<file path="config.mk">
export PLATFORM = sky130hd
export DESIGN_NAME = line_drive_softstart
export DESIGN_NICKNAME = d
export VERILOG_FILES = /design/src/rtl/lds_pkg.sv /design/src/rtl/lds_line_timer.sv /design/src/rtl/lds_drive_gate.sv /design/src/rtl/lds_duty_ramp.sv /design/src/rtl/lds_cal_ctrl.sv /design/src/rtl/line_drive_softstart.sv
export SDC_FILE = /design/constraint.sdc
export NUM_CORES = 1
export LEC_CHECK = 0
export BUFFER_PORTS_ARGS = -buffer_cell sky130_fd_sc_hd__buf_2
export CORE_MARGIN = 1
export CORE_UTILIZATION = 55
export CTS_CLUSTER_DIAMETER = 80
export DETAILED_ROUTE_END_ITERATION = 8
export GPL_TIMING_DRIVEN = 0
export PLACE_DENSITY = 0.82
export RECOVER_POWER = 25
export SYNTH_ARGS = -nofsm -noshare
export SYNTH_HDL_FRONTEND = slang
export SYNTH_SLANG_ARGS = --single-unit
</file>
<file path="constraint.sdc">
create_clock -name clk -period 38.6 [get_ports clk]
set_input_delay 11.58 -clock clk [delete_from_list [all_inputs] [get_ports clk]]
set_output_delay 11.58 -clock clk [all_outputs]
set_load 0.05 [all_outputs]
</file>
<file path="src/rtl/lds_pkg.sv">
package lds_pkg;

  // High time (ticks) of the k-th running line of the soft-start ramp.
  function automatic int unsigned ramp_high(input int unsigned k,
                                            input int unsigned start_hi,
                                            input int unsigned final_hi,
                                            input int unsigned ramp_lines);
    int unsigned kk;
    kk = (k >= ramp_lines) ? ramp_lines : k;
    return start_hi + ((final_hi - start_hi) * kk) / ramp_lines;
  endfunction

endpackage

</file>
<file path="src/rtl/lds_line_timer.sv">
module lds_line_timer #(
  parameter int LINE_TICKS = 432,
  localparam int PW = $clog2(LINE_TICKS)
) (
  input  logic          clk,
  input  logic          rst_n,
  output logic [PW-1:0] pos,
  output logic          line_end,
  output logic          line_start
);
  localparam logic [PW-1:0] LAST = PW'(LINE_TICKS - 1);

  assign line_end   = (pos == LAST);
  assign line_start = (pos == '0);

  always_ff @(posedge clk or negedge rst_n) begin
    if (!rst_n)        pos <= '0;
    else if (line_end) pos <= '0;
    else               pos <= pos + 1'b1;
  end
endmodule

</file>
<file path="src/rtl/lds_drive_gate.sv">
module lds_drive_gate (
  input  logic clk,
  input  logic rst_n,
  input  logic standby,
  input  logic ovp_trip,
  input  logic por_pulse,
  input  logic restart_cmd,
  input  logic line_end,
  output logic run,
  output logic latched
);
  logic fault;
  logic allow;

  assign fault = ovp_trip | por_pulse;
  // Fault inputs gate directly so the drive drops one cycle after a trip.
  assign allow = !latched && !standby && !fault;

  always_ff @(posedge clk or negedge rst_n) begin
    if (!rst_n) begin
      latched <= 1'b1;
      run     <= 1'b0;
    end else begin
      if (fault)            latched <= 1'b1;
      else if (restart_cmd) latched <= 1'b0;

      if (!allow)        run <= 1'b0;
      else if (line_end) run <= 1'b1;
    end
  end
endmodule

</file>
<file path="src/rtl/lds_duty_ramp.sv">
module lds_duty_ramp #(
  parameter int LINE_TICKS = 432,
  parameter int START_HIGH = 9,
  parameter int FINAL_HIGH = 238,
  parameter int RAMP_LINES = 300,
  localparam int PW = $clog2(LINE_TICKS),
  localparam int RW = $clog2(RAMP_LINES + 1)
) (
  input  logic          clk,
  input  logic          rst_n,
  input  logic          run,
  input  logic          line_end,
  input  logic [PW-1:0] pos,
  output logic [PW-1:0] high_ticks,
  output logic          hdrive
);
  localparam logic [RW-1:0] RAMP_END = RW'(RAMP_LINES);

  logic [RW-1:0] line_idx;

  assign high_ticks = PW'(lds_pkg::ramp_high(32'(line_idx), START_HIGH,
                                             FINAL_HIGH, RAMP_LINES));
  assign hdrive = run && (pos < high_ticks);

  always_ff @(posedge clk or negedge rst_n) begin
    if (!rst_n)                               line_idx <= '0;
    else if (!run)                            line_idx <= '0;
    else if (line_end && line_idx < RAMP_END) line_idx <= line_idx + 1'b1;
  end
endmodule

</file>
<file path="src/rtl/lds_cal_ctrl.sv">
module lds_cal_ctrl (
  input  logic clk,
  input  logic rst_n,
  input  logic por_pulse,
  input  logic xtal_loaded,
  input  logic cal_start,
  input  logic freq_reached,
  input  logic coinc_lost,
  output logic osc_high,
  output logic cal_active
);
  logic xtal_ok;
  logic cal_req;
  logic cal_done;

  assign cal_req  = xtal_ok && (cal_start || coinc_lost);
  assign cal_done = cal_active && freq_reached && !coinc_lost;

  always_ff @(posedge clk or negedge rst_n) begin
    if (!rst_n) begin
      xtal_ok    <= 1'b0;
      osc_high   <= 1'b1;
      cal_active <= 1'b0;
    end else if (por_pulse) begin
      xtal_ok    <= 1'b0;
      osc_high   <= 1'b1;
      cal_active <= 1'b0;
    end else begin
      if (xtal_loaded) xtal_ok <= 1'b1;
      if (cal_req)       cal_active <= 1'b1;
      else if (cal_done) cal_active <= 1'b0;
      if (cal_done) osc_high <= 1'b0;
    end
  end
endmodule

</file>
<file path="src/rtl/line_drive_softstart.sv">
module line_drive_softstart #(
  parameter int LINE_TICKS = 432,
  parameter int START_HIGH = 9,
  parameter int FINAL_HIGH = 238,
  parameter int RAMP_LINES = 300
) (
  input  logic clk,
  input  logic rst_n,
  input  logic standby,
  input  logic ovp_trip,
  input  logic por_pulse,
  input  logic restart_cmd,
  input  logic xtal_loaded,
  input  logic cal_start,
  input  logic freq_reached,
  input  logic coinc_lost,
  output logic hdrive,
  output logic drive_run,
  output logic line_start,
  output logic osc_high,
  output logic cal_active
);
  localparam int PW = $clog2(LINE_TICKS);

  logic [PW-1:0] pos;
  logic [PW-1:0] high_ticks;
  logic          line_end;
  logic          latched;

  lds_line_timer #(.LINE_TICKS(LINE_TICKS)) u_timer (
    .clk(clk), .rst_n(rst_n), .pos(pos),
    .line_end(line_end), .line_start(line_start)
  );

  lds_drive_gate u_gate (
    .clk(clk), .rst_n(rst_n), .standby(standby), .ovp_trip(ovp_trip),
    .por_pulse(por_pulse), .restart_cmd(restart_cmd),
    .line_end(line_end), .run(drive_run), .latched(latched)
  );

  lds_duty_ramp #(
    .LINE_TICKS(LINE_TICKS), .START_HIGH(START_HIGH),
    .FINAL_HIGH(FINAL_HIGH), .RAMP_LINES(RAMP_LINES)
  ) u_ramp (
    .clk(clk), .rst_n(rst_n), .run(drive_run), .line_end(line_end),
    .pos(pos), .high_ticks(high_ticks), .hdrive(hdrive)
  );

  lds_cal_ctrl u_cal (
    .clk(clk), .rst_n(rst_n), .por_pulse(por_pulse),
    .xtal_loaded(xtal_loaded), .cal_start(cal_start),
    .freq_reached(freq_reached), .coinc_lost(coinc_lost),
    .osc_high(osc_high), .cal_active(cal_active)
  );
endmodule

</file>
==> key figures <==
Critical path
  • Slowest-stage cell, CP: mux2i_1
  • Required @ worst endpoint: 27.02 ns
  • Crit path launch type: register
  • CP dominant cell by count: ha_1
  • R2R Setup Slk: ~36 ns
  • Max incr delay on CP: just under 0.6 ns
  • Cell depth of the worst flop-to-flop path: 11
  • Worst Path Max Fanout: 10
  • Arr. time, crit path: about 15 ns
  • Kind of critical path: register to primary output
  • CP Capture Type: primary output
  • End of the worst register-to-register path: u_ramp.line_idx[6]
  • Origin of the critical flop-to-flop path: u_timer.pos[1]

Synthesis
  • Compound-Gate Fraction of Synth Area: roughly 36%
  • Mapped Cells: 863
  • Mean post-synth cell area: 7.77 um^2
  • Synthesized cell area: around 6700 um^2
  • Post-synthesis simple-gate area fraction: 23.4%
  • Synth warn: 0
  • Top_reg_cell synth: dfrtp_1
  • Post-Synth Adder-Cell Area: between 10% and 20%
  • Largest family of logic cells by synthesized area: compound AO/OA/AOI/OAI gates
  • Syn_nets: 947
  • Library cells used by synthesis: 115
  • Mux cell area share after synthesis: a little over 3%
  • Synth Area in XOR/XNOR: under 10%
  • Post-synthesis register bit count: 23
  • EDFF count, synth: 0
  • Async S/R FF share, synth: 100%
  • Sequential fraction of the synthesis area: 8.62%

STA
  • Final Hold Viols: 0
  • RSZ-0062 raised after global routing: false
  • Worst clock skew: 0.00496 ns
  • Final setup viols: 0
  • Crit path time final: ~27 ns
  • Worst Slack Setup Final: 12.09 ns
  • Fmax: between 30 and 40 MHz
  • Slew Limit Fails: 0
  • Worst-margin pin slew: around 0.98 ns
  • Slew HR: ~34%
  • Tcrit/Tclk final: between 60 and 70%
  • Setup TNS Final: 0 ns

CTS
  • CTS Root Buffer Type: clkbuf_16
  • Resize count post-CTS: 0
  • CTS tree: done
  • Clock sink total: 23
  • Total CTS buffers: 3
  • CTS H-tree depth: 1
  • Clock slew seen by the registers of the worst setup and hold paths: around 0.05 ns
  • # hold bufs at CTS: 0
  • Clock latency on the worst-skew pair: around 0.26 ns
  • Deepest clock path buffer count: 2
  • Setup bufs post-CTS: 0

Floorplanning
  • Full die area: between 10,000 and 15,000 um^2
  • Num ports: 15
  • Initial Util: approximately 57%
  • Core Rows: 39
  • Die width: approximately 110 um
  • Core Region: about 12,000 um^2
  • Die H: 112 um

Final layout
  • Commonest non-fill, non-tap cells in the layout: 77 x nor2_1, 67 x nand2_1, 61 x ha_1
  • Commonest non-fill, non-tap cell in the layout: nor2_1
  • Register area: between 500 and 600 um^2
  • # diodes: 0
  • Fin nets: 966
  • Fillers: roughly 1,000
  • Share of layout cells above drive strength 1: a little over an eighth
  • Layout area overhead: 4.91%
  • Area occupied by multi-input gates: 5770 um^2

Global route
  • Tot GR Track Use: about 26%
  • Initial antenna violation count: 0
  • Vias in the first global route: approximately 6,000
  • Total gr overflow: 0
  • First-pass GRT wire length: 27,800 um
  • Largest net degree at the start of global routing: 24

Status
  • Status: completed

Power
  • Clock power share: a little under half
  • NetSw: around 0.0096 mW
  • PwrDens: between 6 and 7 nW/um^2
  • Comb pwr share: under 10%
  • Overall power: between 0.04 and 0.05 mW
  • Leakage power: about 3.3 nW
  • Internal: roughly 0.039 mW
  • Flop pwr share: approximately half
  • VDD IR max: between 20 and 30 uV
  • Sw frac: 19.8%

Place
  • IO Port Bufs: 14
  • Post-place setup slack: between 10 and 15 ns
  • GPL Wtd Cong: around 0.93
  • Post-DP HPWL: about 13,000 um

Drt
  • Initial DRC count: 665
  • DR vias: around 6,700
  • Drt total wl: between 15,000 and 20,000 um
  • Drt pass-1 iters: 8
  • Post-route DRC: 0
  • Antenna viol nets, final: 0
  • Via density: ~6.5
  • DR WL/cell: between 15 and 20 um

Min path
  • Hold path start: u_gate.latched
  • HP Class: register to register
  • Hold Crit Depth: 2
  • Worst Hold End: u_gate.latched

Flow run
  • Max cap viols: 0
==> power groups by stage <==
| stage | clock (mW) | sequential (mW) | combinational [mW] |
|---|---|---|---|
| 2_1_floorplan | 0 | 0.0253 | 0.000298 |
| 3_3_place_gp | 0 | 0.0250 | 0.00175 |
| 3_5_place_dp | 0 | 0.0250 | 0.00179 |
| 4_1_cts | 0.0225 | 0.0245 | 0.00179 |
| 5_1_grt | 0.0233 | 0.0246 | 0.00201 |
| 6_report | 0.0222 | 0.0245 | 0.00176 |
==> through the flow <==
stage / std cells / hold WS [ns] / util (%) / instance area [um^2]
after global placement: 1020 / 0.472 / 59.6 / 6950
after CTS: 1024 / 0.482 / 60.3 / 7030
after detailed placement: 1020 / 0.481 / 59.6 / 6950
final: 1024 / 0.482 / 60.3 / 7030
after floorplan: 863 / 0.454 / - / 6700
after global routing: 1024 / 0.511 / 60.3 / 7030
==> synth_stat cells, types with 8 or more instances <==
cell type   n  area [um^2]
a211oi_1   14          105
a21o_1     17          128
a21oi_1    55          275
a31oi_1    16          100
and2_1     20          125
and3_1     16          100
buf_2      13         65.1
clkbuf_1   13         48.8
dfrtp_1    21          526
fa_1       13          260
ha_1       61          763
inv_1      43          161
mux2i_1    12          120
nand2_1    67          251
nand2b_1   12         75.1
nand3_1    26          130
nand4_1     8         50.1
nor2_1     77          289
nor3_1     20          100
o211ai_1   15          113
o21a_1      8         60.1
o21ai_0    27          135
o21ai_1    16         80.1
or3_1       9         56.3
xnor2_1    39          342
xor2_1     16          140
==> routing by layer <==
metal  part of all wire (%)  global-route usage, %  vias up
li1                       -                      -     3312
met5                      0                      0        -
met1                     47                   36.0     3124
met3                    4.6                  0.702       27
met4                    1.4                   5.42        0
met2                     47                   43.7      217
==> logic make-up after synthesis <==
| kind of cell | after synthesis |
|---|---|
| buffers and inverters | 78 |
| XOR/XNOR | 58 |
| AO/OA/AOI/OAI | 303 |
| AND/OR/NAND/NOR | 304 |
| adder cells (fa/ha/maj) | 78 |
| flip-flops | 23 |
| multiplexers | 19 |
==> worst max-delay path, delay by kind of cell (launching register included) <==
| kind | cells | cell delay [ns] |
|---|---|---|
| XOR/XNOR | 1 | 0.14 |
| adder cells (fa/ha/maj) | 7 | 2.36 |
| AO/OA/AOI/OAI | 28 | 7.11 |
| AND/OR/NAND/NOR | 12 | 2.21 |
| multiplexers | 2 | 1.01 |
| flip-flops | 1 | 0.37 |
| buffers and inverters | 8 | 1.43 |
==> final cells by class <==
| cell class | instances | share of cell area (%) |
|---|---|---|
| well taps | 143 | 2.54 |
| repair buffers | 14 | 0.996 |
| inverters | 43 | 2.29 |
| plain buffers | 35 | 2.74 |
| multi-input cells | 762 | 82.1 |
| flip-flops and latches | 23 | 8.22 |
| clock buffers | 3 | 1.07 |
| clock inverters | 1 | 0.0712 |
==> how the worst max path moves through the flow <==
stage                            start  endpoint  depth (start not counted)
finish              u_ramp.line_idx[2]    hdrive                         58
global route        u_ramp.line_idx[2]    hdrive                         58
CTS                 u_ramp.line_idx[2]    hdrive                         60
detailed placement  u_ramp.line_idx[2]    hdrive                         60
global placement    u_ramp.line_idx[2]    hdrive                         60
floorplan           u_ramp.line_idx[2]    hdrive                         57
==> sequential cells by signal, summed over array words and instances (netlist names) <==
signal / flops
u_cal.cal_active: 1
u_cal.xtal_ok: 1
u_timer.pos: 9
u_ramp.line_idx: 9
u_cal.osc_high: 1
u_gate.run: 1
u_gate.latched: 1
Power figures use the tool's default switching activity.
